### config.mk
export PLATFORM = sky130hd
export DESIGN_NAME = extint_gather
export DESIGN_NICKNAME = d
export VERILOG_FILES = /design/src/rtl/extint_pkg.sv /design/src/rtl/extint_sync.sv /design/src/rtl/extint_merge.sv /design/src/rtl/extint_latch.sv /design/src/rtl/extint_gather.sv
export SDC_FILE = /design/constraint.sdc
export NUM_CORES = 1
export LEC_CHECK = 0
export BUFFER_PORTS_ARGS = -buffer_cell sky130_fd_sc_hd__buf_4
export CORE_UTILIZATION = 43
export CTS_BUF_LIST = sky130_fd_sc_hd__clkbuf_8
export CTS_CLUSTER_SIZE = 28
export DETAILED_ROUTE_END_ITERATION = 8
export GPL_TIMING_DRIVEN = 0
export PLACE_DENSITY = 0.74
export SYNTH_ARGS = -nofsm -noshare
export SYNTH_HDL_FRONTEND = slang
export SYNTH_SLANG_ARGS = --single-unit
### constraint.sdc
create_clock -name clk -period 1.1 [get_ports clk]
set_clock_uncertainty 0.1 [all_clocks]
set_input_delay 0.055 -clock clk [delete_from_list [all_inputs] [get_ports clk]]
set_output_delay 0.055 -clock clk [all_outputs]
set_load 0.05 [all_outputs]
### src/rtl/extint_pkg.sv
package extint_pkg;

  typedef enum logic {
    DET_EDGE  = 1'b0,
    DET_LEVEL = 1'b1
  } det_mode_e;

  typedef enum logic [1:0] {
    PEND_HOLD  = 2'd0,
    PEND_SET   = 2'd1,
    PEND_CLEAR = 2'd2
  } pend_act_e;

  function automatic pend_act_e pend_decide(input logic fall, input logic clr);
    if (fall)     return PEND_SET;
    else if (clr) return PEND_CLEAR;
    else          return PEND_HOLD;
  endfunction

endpackage

### src/rtl/extint_sync.sv
module extint_sync #(
  parameter int   WIDTH   = 1,
  parameter int   STAGES  = 2,
  parameter logic RST_VAL = 1'b1
) (
  input  logic             clk,
  input  logic             rst_n,
  input  logic [WIDTH-1:0] din,
  output logic [WIDTH-1:0] dout
);
  localparam int CHAIN_W = WIDTH * STAGES;

  logic [CHAIN_W-1:0] chain_q;

  generate
    if (STAGES < 2) begin : g_bad_depth
      initial $error("extint_sync: STAGES must be at least 2");
    end
  endgenerate

  always_ff @(posedge clk or negedge rst_n) begin
    if (!rst_n) chain_q <= {CHAIN_W{RST_VAL}};
    else        chain_q <= {chain_q[CHAIN_W-WIDTH-1:0], din};
  end

  assign dout = chain_q[CHAIN_W-1 -: WIDTH];

endmodule

### src/rtl/extint_merge.sv
module extint_merge #(
  parameter int NUM_KEYS = 8
) (
  input  logic                clk,
  input  logic                rst_n,
  input  logic                irq_s,
  input  logic [NUM_KEYS-1:0] key_s,
  input  logic [NUM_KEYS-1:0] pull_en,
  output logic                comb_n
);
  logic [NUM_KEYS-1:0] key_hit;

  generate
    for (genvar k = 0; k < NUM_KEYS; k++) begin : g_key
      assign key_hit[k] = pull_en[k] & ~key_s[k];
    end
  endgenerate

  assign comb_n = irq_s & ~(|key_hit);

  // a low dedicated pin always drives the combined line low
  p_pin_low_r2: assert property (@(posedge clk) disable iff (!rst_n)
    !irq_s |-> !comb_n);

  // with every key input high, the pullup enables cannot pull the line low
  p_idle_keys_r3: assert property (@(posedge clk) disable iff (!rst_n)
    (irq_s && (&key_s)) |-> comb_n);

endmodule

### src/rtl/extint_latch.sv
module extint_latch
  import extint_pkg::*;
(
  input  logic clk,
  input  logic rst_n,
  input  logic comb_n,
  input  logic vec_fetch,
  input  logic level_mode,
  input  logic cpu_imask,
  input  logic ext_int_en,
  output logic pending,
  output logic cpu_irq
);
  logic      prev_q;
  logic      fall;
  pend_act_e act;
  det_mode_e mode;
  logic      level_req;

  assign fall = prev_q & ~comb_n;
  assign act  = pend_decide(fall, vec_fetch);
  assign mode = det_mode_e'(level_mode);

  always_ff @(posedge clk or negedge rst_n) begin
    if (!rst_n) begin
      prev_q  <= 1'b1;
      pending <= 1'b0;
    end else begin
      prev_q <= comb_n;
      case (act)
        PEND_SET:   pending <= 1'b1;
        PEND_CLEAR: pending <= 1'b0;
        default:    pending <= pending;
      endcase
    end
  end

  always_comb begin
    level_req = 1'b0;
    if (mode == DET_LEVEL) level_req = ~comb_n;
  end

  assign cpu_irq = (pending | level_req) & ~cpu_imask & ext_int_en;

  // a fall on the combined line sets the latch
  p_fall_sets_r4: assert property (@(posedge clk) disable iff (!rst_n)
    (prev_q && !comb_n) |=> pending);

  // with no fall and no fetch the latch keeps its value
  p_hold_r5: assert property (@(posedge clk) disable iff (!rst_n)
    (!(prev_q && !comb_n) && !vec_fetch) |=> $stable(pending));

  // a fetch with no new fall clears the latch
  p_fetch_clears_r6: assert property (@(posedge clk) disable iff (!rst_n)
    (vec_fetch && !(prev_q && !comb_n)) |=> !pending);

  // a fall coinciding with a fetch leaves the latch set
  p_fall_wins_r7: assert property (@(posedge clk) disable iff (!rst_n)
    (vec_fetch && prev_q && !comb_n) |=> pending);

endmodule

### src/rtl/extint_gather.sv
module extint_gather
  import extint_pkg::*;
#(
  parameter int NUM_KEYS    = 8,
  parameter int SYNC_STAGES = 2
) (
  input  logic                clk,
  input  logic                rst_n,
  input  logic                irq_pin_n,
  input  logic [NUM_KEYS-1:0] key_pins,
  input  logic [NUM_KEYS-1:0] key_pull_en,
  input  logic                cpu_imask,
  input  logic                ext_int_en,
  input  logic                level_mode,
  input  logic                vec_fetch,
  output logic                cpu_irq,
  output logic                pin_sense
);
  localparam int RAW_W = NUM_KEYS + 1;

  logic [RAW_W-1:0]    raw_bus;
  logic [RAW_W-1:0]    sync_bus;
  logic                irq_s;
  logic [NUM_KEYS-1:0] key_s;
  logic                comb_n;
  logic                pending;

  assign raw_bus = {irq_pin_n, key_pins};

  extint_sync #(
    .WIDTH   (RAW_W),
    .STAGES  (SYNC_STAGES),
    .RST_VAL (1'b1)
  ) u_sync (
    .clk   (clk),
    .rst_n (rst_n),
    .din   (raw_bus),
    .dout  (sync_bus)
  );

  assign irq_s = sync_bus[RAW_W-1];
  assign key_s = sync_bus[NUM_KEYS-1:0];

  extint_merge #(
    .NUM_KEYS (NUM_KEYS)
  ) u_merge (
    .clk     (clk),
    .rst_n   (rst_n),
    .irq_s   (irq_s),
    .key_s   (key_s),
    .pull_en (key_pull_en),
    .comb_n  (comb_n)
  );

  extint_latch u_latch (
    .clk        (clk),
    .rst_n      (rst_n),
    .comb_n     (comb_n),
    .vec_fetch  (vec_fetch),
    .level_mode (level_mode),
    .cpu_imask  (cpu_imask),
    .ext_int_en (ext_int_en),
    .pending    (pending),
    .cpu_irq    (cpu_irq)
  );

  assign pin_sense = comb_n;

  // the global mask holds the request off
  p_mask_holds_r8: assert property (@(posedge clk) disable iff (!rst_n)
    cpu_imask |-> !cpu_irq);

  // a disabled external path holds the request off
  p_enable_holds_r9: assert property (@(posedge clk) disable iff (!rst_n)
    !ext_int_en |-> !cpu_irq);

  // a pending request reaches the CPU whenever both gates are open
  p_pending_delivered_r8: assert property (@(posedge clk) disable iff (!rst_n)
    (pending && !cpu_imask && ext_int_en) |-> cpu_irq);

endmodule

==> report_table.html <==
<table>
<tr><th>Metric</th><th>Value</th></tr>
<tr><th colspan="2">Run status</th></tr>
<tr><td>Outcome</td><td>finished with violations</td></tr>
<tr><td>Failing checks</td><td>setup timing</td></tr>
<tr><th colspan="2">GRT</th></tr>
<tr><td>Via count of the first global-routing pass</td><td>440</td></tr>
<tr><td>Overflow after GRT</td><td>0</td></tr>
<tr><td>Global-route wire length before repair</td><td>1.656 mm</td></tr>
<tr><td>Maximum number of pins on one net before global-route repair</td><td>21</td></tr>
<tr><td>Initial antenna violation count</td><td>0</td></tr>
<tr><td>Global routing usage summed across all routing layers</td><td>16.67%</td></tr>
<tr><th colspan="2">STA</th></tr>
<tr><td>Pins Over Slew Limit</td><td>0</td></tr>
<tr><td>Relative max-transition margin</td><td>82.12%</td></tr>
<tr><td>Final Worst Setup Slack</td><td>-0.5629 ns</td></tr>
<tr><td>Crit share post-route</td><td>151.2%</td></tr>
<tr><td>Unrepaired setup endpoints after global routing</td><td>yes</td></tr>
<tr><td>Hold violation count in the final report</td><td>0</td></tr>
<tr><td>Minimum clock period after layout</td><td>1.663 ns</td></tr>
<tr><td>Final setup fails</td><td>4</td></tr>
<tr><td>FMAX</td><td>601.3 MHz</td></tr>
<tr><td>Worst-Margin Slew</td><td>0.2670 ns</td></tr>
<tr><td>Setup total negative slack</td><td>-1.569 ns</td></tr>
<tr><td>Worst-case hold slack</td><td>0.1010 ns</td></tr>
<tr><th colspan="2">Worst setup path</th></tr>
<tr><td>Element type at the critical path end</td><td>output port</td></tr>
<tr><td>Reg-to-reg endpoint</td><td>u_latch.pending</td></tr>
<tr><td>Crit Path Category</td><td>register to output port</td></tr>
<tr><td>Sort of element at the start of the critical path</td><td>register</td></tr>
<tr><td>Worst reg-to-reg path cell count</td><td>4</td></tr>
<tr><td>Crit Path Max Fanout</td><td>4</td></tr>
<tr><td>WP data arrival</td><td>1.51 ns</td></tr>
<tr><td>Critical path data required time</td><td>0.94 ns</td></tr>
<tr><td>Worst r2r src</td><td>u_sync.chain_q[14]</td></tr>
<tr><td>Slack of the worst reg-to-reg path</td><td>-0.24 ns</td></tr>
<tr><th colspan="2">Final layout</th></tr>
<tr><td>Total inserted antenna cells</td><td>0</td></tr>
<tr><td>Syn-to-layout area delta</td><td>63.22%</td></tr>
<tr><td>Area of the multi-input gates</td><td>136.4 um2</td></tr>
<tr><td>Sequential cell area</td><td>524.3 um2</td></tr>
<tr><td>Final non-filler cell total</td><td>93</td></tr>
<tr><td>Number of fillers in the final layout</td><td>84</td></tr>
<tr><td>Cell area after layout</td><td>1066 um2</td></tr>
<tr><td>Net count reported at finish</td><td>102</td></tr>
<tr><td>Ratio of cells with drive above 1 in the final layout</td><td>71.79%</td></tr>
<tr><th colspan="2">Place</th></tr>
<tr><td>Number of buffer cells added on primary ports</td><td>24</td></tr>
<tr><td>Placed wire-length estimate after detailed placement</td><td>690.8 um</td></tr>
<tr><td>Number of cells after detailed placement</td><td>77</td></tr>
<tr><td>Total placed instance area</td><td>863.3 um2</td></tr>
<tr><td>Routability Congestion</td><td>0.6085</td></tr>
<tr><td>Setup Slack @ Placement</td><td>-0.3422 ns</td></tr>
<tr><th colspan="2">Min path</th></tr>
<tr><td>WHS Endpoint</td><td>u_latch.prev_q</td></tr>
<tr><td>Worst hold path startpoint</td><td>key_pull_en[6]</td></tr>
<tr><td>Class of the most critical hold timing path</td><td>input pin to register</td></tr>
<tr><td>Worst hold path stage count</td><td>5</td></tr>
<tr><th colspan="2">Synthesis</th></tr>
<tr><td>Portion of netlist area occupied by mux cells</td><td>0%</td></tr>
<tr><td>Compound-Gate Fraction of Synth Area</td><td>9.387%</td></tr>
<tr><td>Mapped Nets</td><td>61</td></tr>
<tr><td>Fraction of synthesized cell area in xor and xnor cells</td><td>0%</td></tr>
<tr><td>Flip-flop and latch count after synthesis</td><td>20</td></tr>
<tr><td>Simple-gate area share of the yosys netlist</td><td>5.747%</td></tr>
<tr><td>Largest cells by area after synthesis</td><td>dfstp_2, inv_1, dfrtp_1</td></tr>
<tr><td>Sequential area share after synthesis</td><td>80.27%</td></tr>
<tr><td>Synthesized area per cell</td><td>17.19 um2</td></tr>
<tr><td>Post-synthesis adder-cell area fraction</td><td>0%</td></tr>
<tr><td>Cell area after synthesis</td><td>653.1 um2</td></tr>
<tr><td>Area share of the leading cell type in the synthesized netlist</td><td>76.44%</td></tr>
<tr><td>Cells after synthesis</td><td>38</td></tr>
<tr><td>Dominant combinational cell family by area after synthesis</td><td>compound AO/OA/AOI/OAI gates</td></tr>
<tr><td>Leading area contributor after synthesis</td><td>dfstp_2</td></tr>
<tr><td>Distinct cell type count of the synthesized netlist</td><td>12</td></tr>
<tr><td>Total number of yosys warnings</td><td>0</td></tr>
<tr><th colspan="2">Clock tree</th></tr>
<tr><td>Worst-Skew Late Latency</td><td>0.25 ns</td></tr>
<tr><td>H-tree levels</td><td>1</td></tr>
<tr><td>Clock transition at path regs</td><td>0.07 ns</td></tr>
<tr><td>Number of CTS-inserted buffers</td><td>3</td></tr>
<tr><td>Bufs on Longest Clock Path</td><td>2</td></tr>
<tr><td>Clk Tree Root Cell</td><td>clkbuf_8</td></tr>
<tr><td>TritonCTS clock tree</td><td>done</td></tr>
<tr><td>Number of sinks driven by the clock tree</td><td>20</td></tr>
<tr><th colspan="2">Routing</th></tr>
<tr><td>Via density</td><td>4.527</td></tr>
<tr><td>Topmost layer with routed signal wires</td><td>met4</td></tr>
<tr><td>Total detailed-routing wirelength</td><td>1.063 mm</td></tr>
<tr><td>Wire length on met1</td><td>391 um</td></tr>
<tr><td>DRC violation count after routing</td><td>0</td></tr>
<tr><td>Starting DRC count in detailed routing</td><td>3</td></tr>
<tr><td>Met2 Wirelength</td><td>600 um</td></tr>
<tr><td>Routed met3 length</td><td>66 um</td></tr>
<tr><td>Final routed wire length divided by cell count</td><td>11.43 um</td></tr>
<tr><td>Number of iterations in the first detailed-routing pass</td><td>2</td></tr>
<tr><td>Detail Route Antenna Nets</td><td>0</td></tr>
<tr><td>Total via count in the routed design</td><td>421</td></tr>
<tr><th colspan="2">Power and ir drop</th></tr>
<tr><td>Power share of the clock group</td><td>34.9%</td></tr>
<tr><td>Proportion of power drawn by combinational gates</td><td>11.4%</td></tr>
<tr><td>Power per cell area</td><td>1423 nW/um2</td></tr>
<tr><td>Total leakage power</td><td>0.4832 nW</td></tr>
<tr><td>Internal power</td><td>1.223 mW</td></tr>
<tr><td>Switching share of power</td><td>19.40%</td></tr>
<tr><td>Net Switching</td><td>294.3 uW</td></tr>
<tr><td>Maximum vdd drop</td><td>1351 uV</td></tr>
<tr><td>Share of total power in sequential cells</td><td>53.7%</td></tr>
<tr><th colspan="2">Floorplan</th></tr>
<tr><td>Cell Rows</td><td>13</td></tr>
<tr><td>Die ar.</td><td>1679 um2</td></tr>
<tr><td>Ports</td><td>25</td></tr>
<tr><td>Horizontal extent of the die</td><td>40.98 um</td></tr>
<tr><td>Die height</td><td>40.98 um</td></tr>
<tr><td>Core outline area</td><td>1350 um2</td></tr>
<tr><td>Initial Utilization</td><td>48.38%</td></tr>
<tr><th colspan="2">Flow run</th></tr>
<tr><td>Max-cap viol count</td><td>0</td></tr>
</table>
## cells by family (layout without fill, tap and decap cells)
kind of cell,count (synthesis),count (layout)
compound gates,6,6
buf+inv,8,48
flops,20,20
simple gates,4,4
## power by group through the flow
stage               combinational, mW  clock, mW  sequential [mW]
global route                    0.188      0.582            0.819
global placement                0.126          0            0.822
CTS                             0.170      0.547            0.815
finish                          0.173      0.529            0.815
floorplan                      0.0482          0            0.820
detailed placement              0.129          0            0.825
## layout by cell type, fill, tap and decap left out
| cell | instances |
|---|---|
| o221ai_2 | 1 |
| a21oi_4 | 1 |
| nand2b_4 | 2 |
| inv_1 | 8 |
| buf_4 | 24 |
| o2111ai_4 | 1 |
| o22ai_1 | 1 |
| o22ai_2 | 1 |
| dfstp_2 | 19 |
| buf_6 | 1 |
| dlygate4sd3_1 | 11 |
| nand2b_2 | 1 |
| o211ai_1 | 1 |
| dfrtp_1 | 1 |
| nor3_4 | 1 |
| clkbuf_8 | 4 |
## cells in the mapped netlist
cell type,n
inv_1,8
nand2b_1,2
a21oi_1,1
o22ai_1,1
o2111ai_2,1
nand2b_2,1
o221ai_2,1
o211ai_1,1
dfstp_2,19
nor3_4,1
o22ai_2,1
dfrtp_1,1
## area by class of cell
type | instances | area share, %
sequential | 20 | 49.18
timing repair buffer | 36 | 28.29
multi-input combinational | 10 | 12.79
clock buffer | 4 | 5.164
inverter | 8 | 2.817
tap | 15 | 1.761
## critical path, stage by stage, from the launching register on
cell and delay (ns):
dfstp_2 0.52, nand2b_4 0.12, o2111ai_4 0.12, nor3_4 0.24, buf_4 0.25
## worst max-delay path by stage
stage | start | to | slack, ns | depth (start not counted)
after global placement | u_sync.chain_q[14] | cpu_irq | -0.32 | 5
final | u_sync.chain_q[14] | pin_sense | -0.56 | 4
after global routing | u_sync.chain_q[14] | pin_sense | -0.62 | 4
after detailed placement | u_sync.chain_q[14] | cpu_irq | -0.34 | 5
after CTS | u_sync.chain_q[14] | pin_sense | -0.58 | 4
after floorplan | u_sync.chain_q[16] | cpu_irq | -0.54 | 4
## through the flow
stage	util, %	power, mW
floorplan	-	0.8687
global placement	63.95	0.9488
detailed placement	63.95	0.9538
CTS	78.41	1.532
global route	78.96	1.589
finish	78.96	1.517
## flip-flops by register name, indices dropped and copies added (netlist names)
register,cells
u_latch.prev_q,1
u_sync.chain_q,18
u_latch.pending,1
## layer usage
layer,GRT usage (%),up-vias
met5,0,-
met4,7.500,0
met3,4.891,2
met2,33.98,18
met1,13.87,201
li1,-,200
## repair_timing
item	CTS	global route
cloned	0	0
endpoints found under the setup margin	4	4
setup buffers	1	0
hold buffers	11	0
pin swaps	1	1
hold endpoints to repair	30	0
resized for setup	3	1
(Power assumes the default switching activity.)
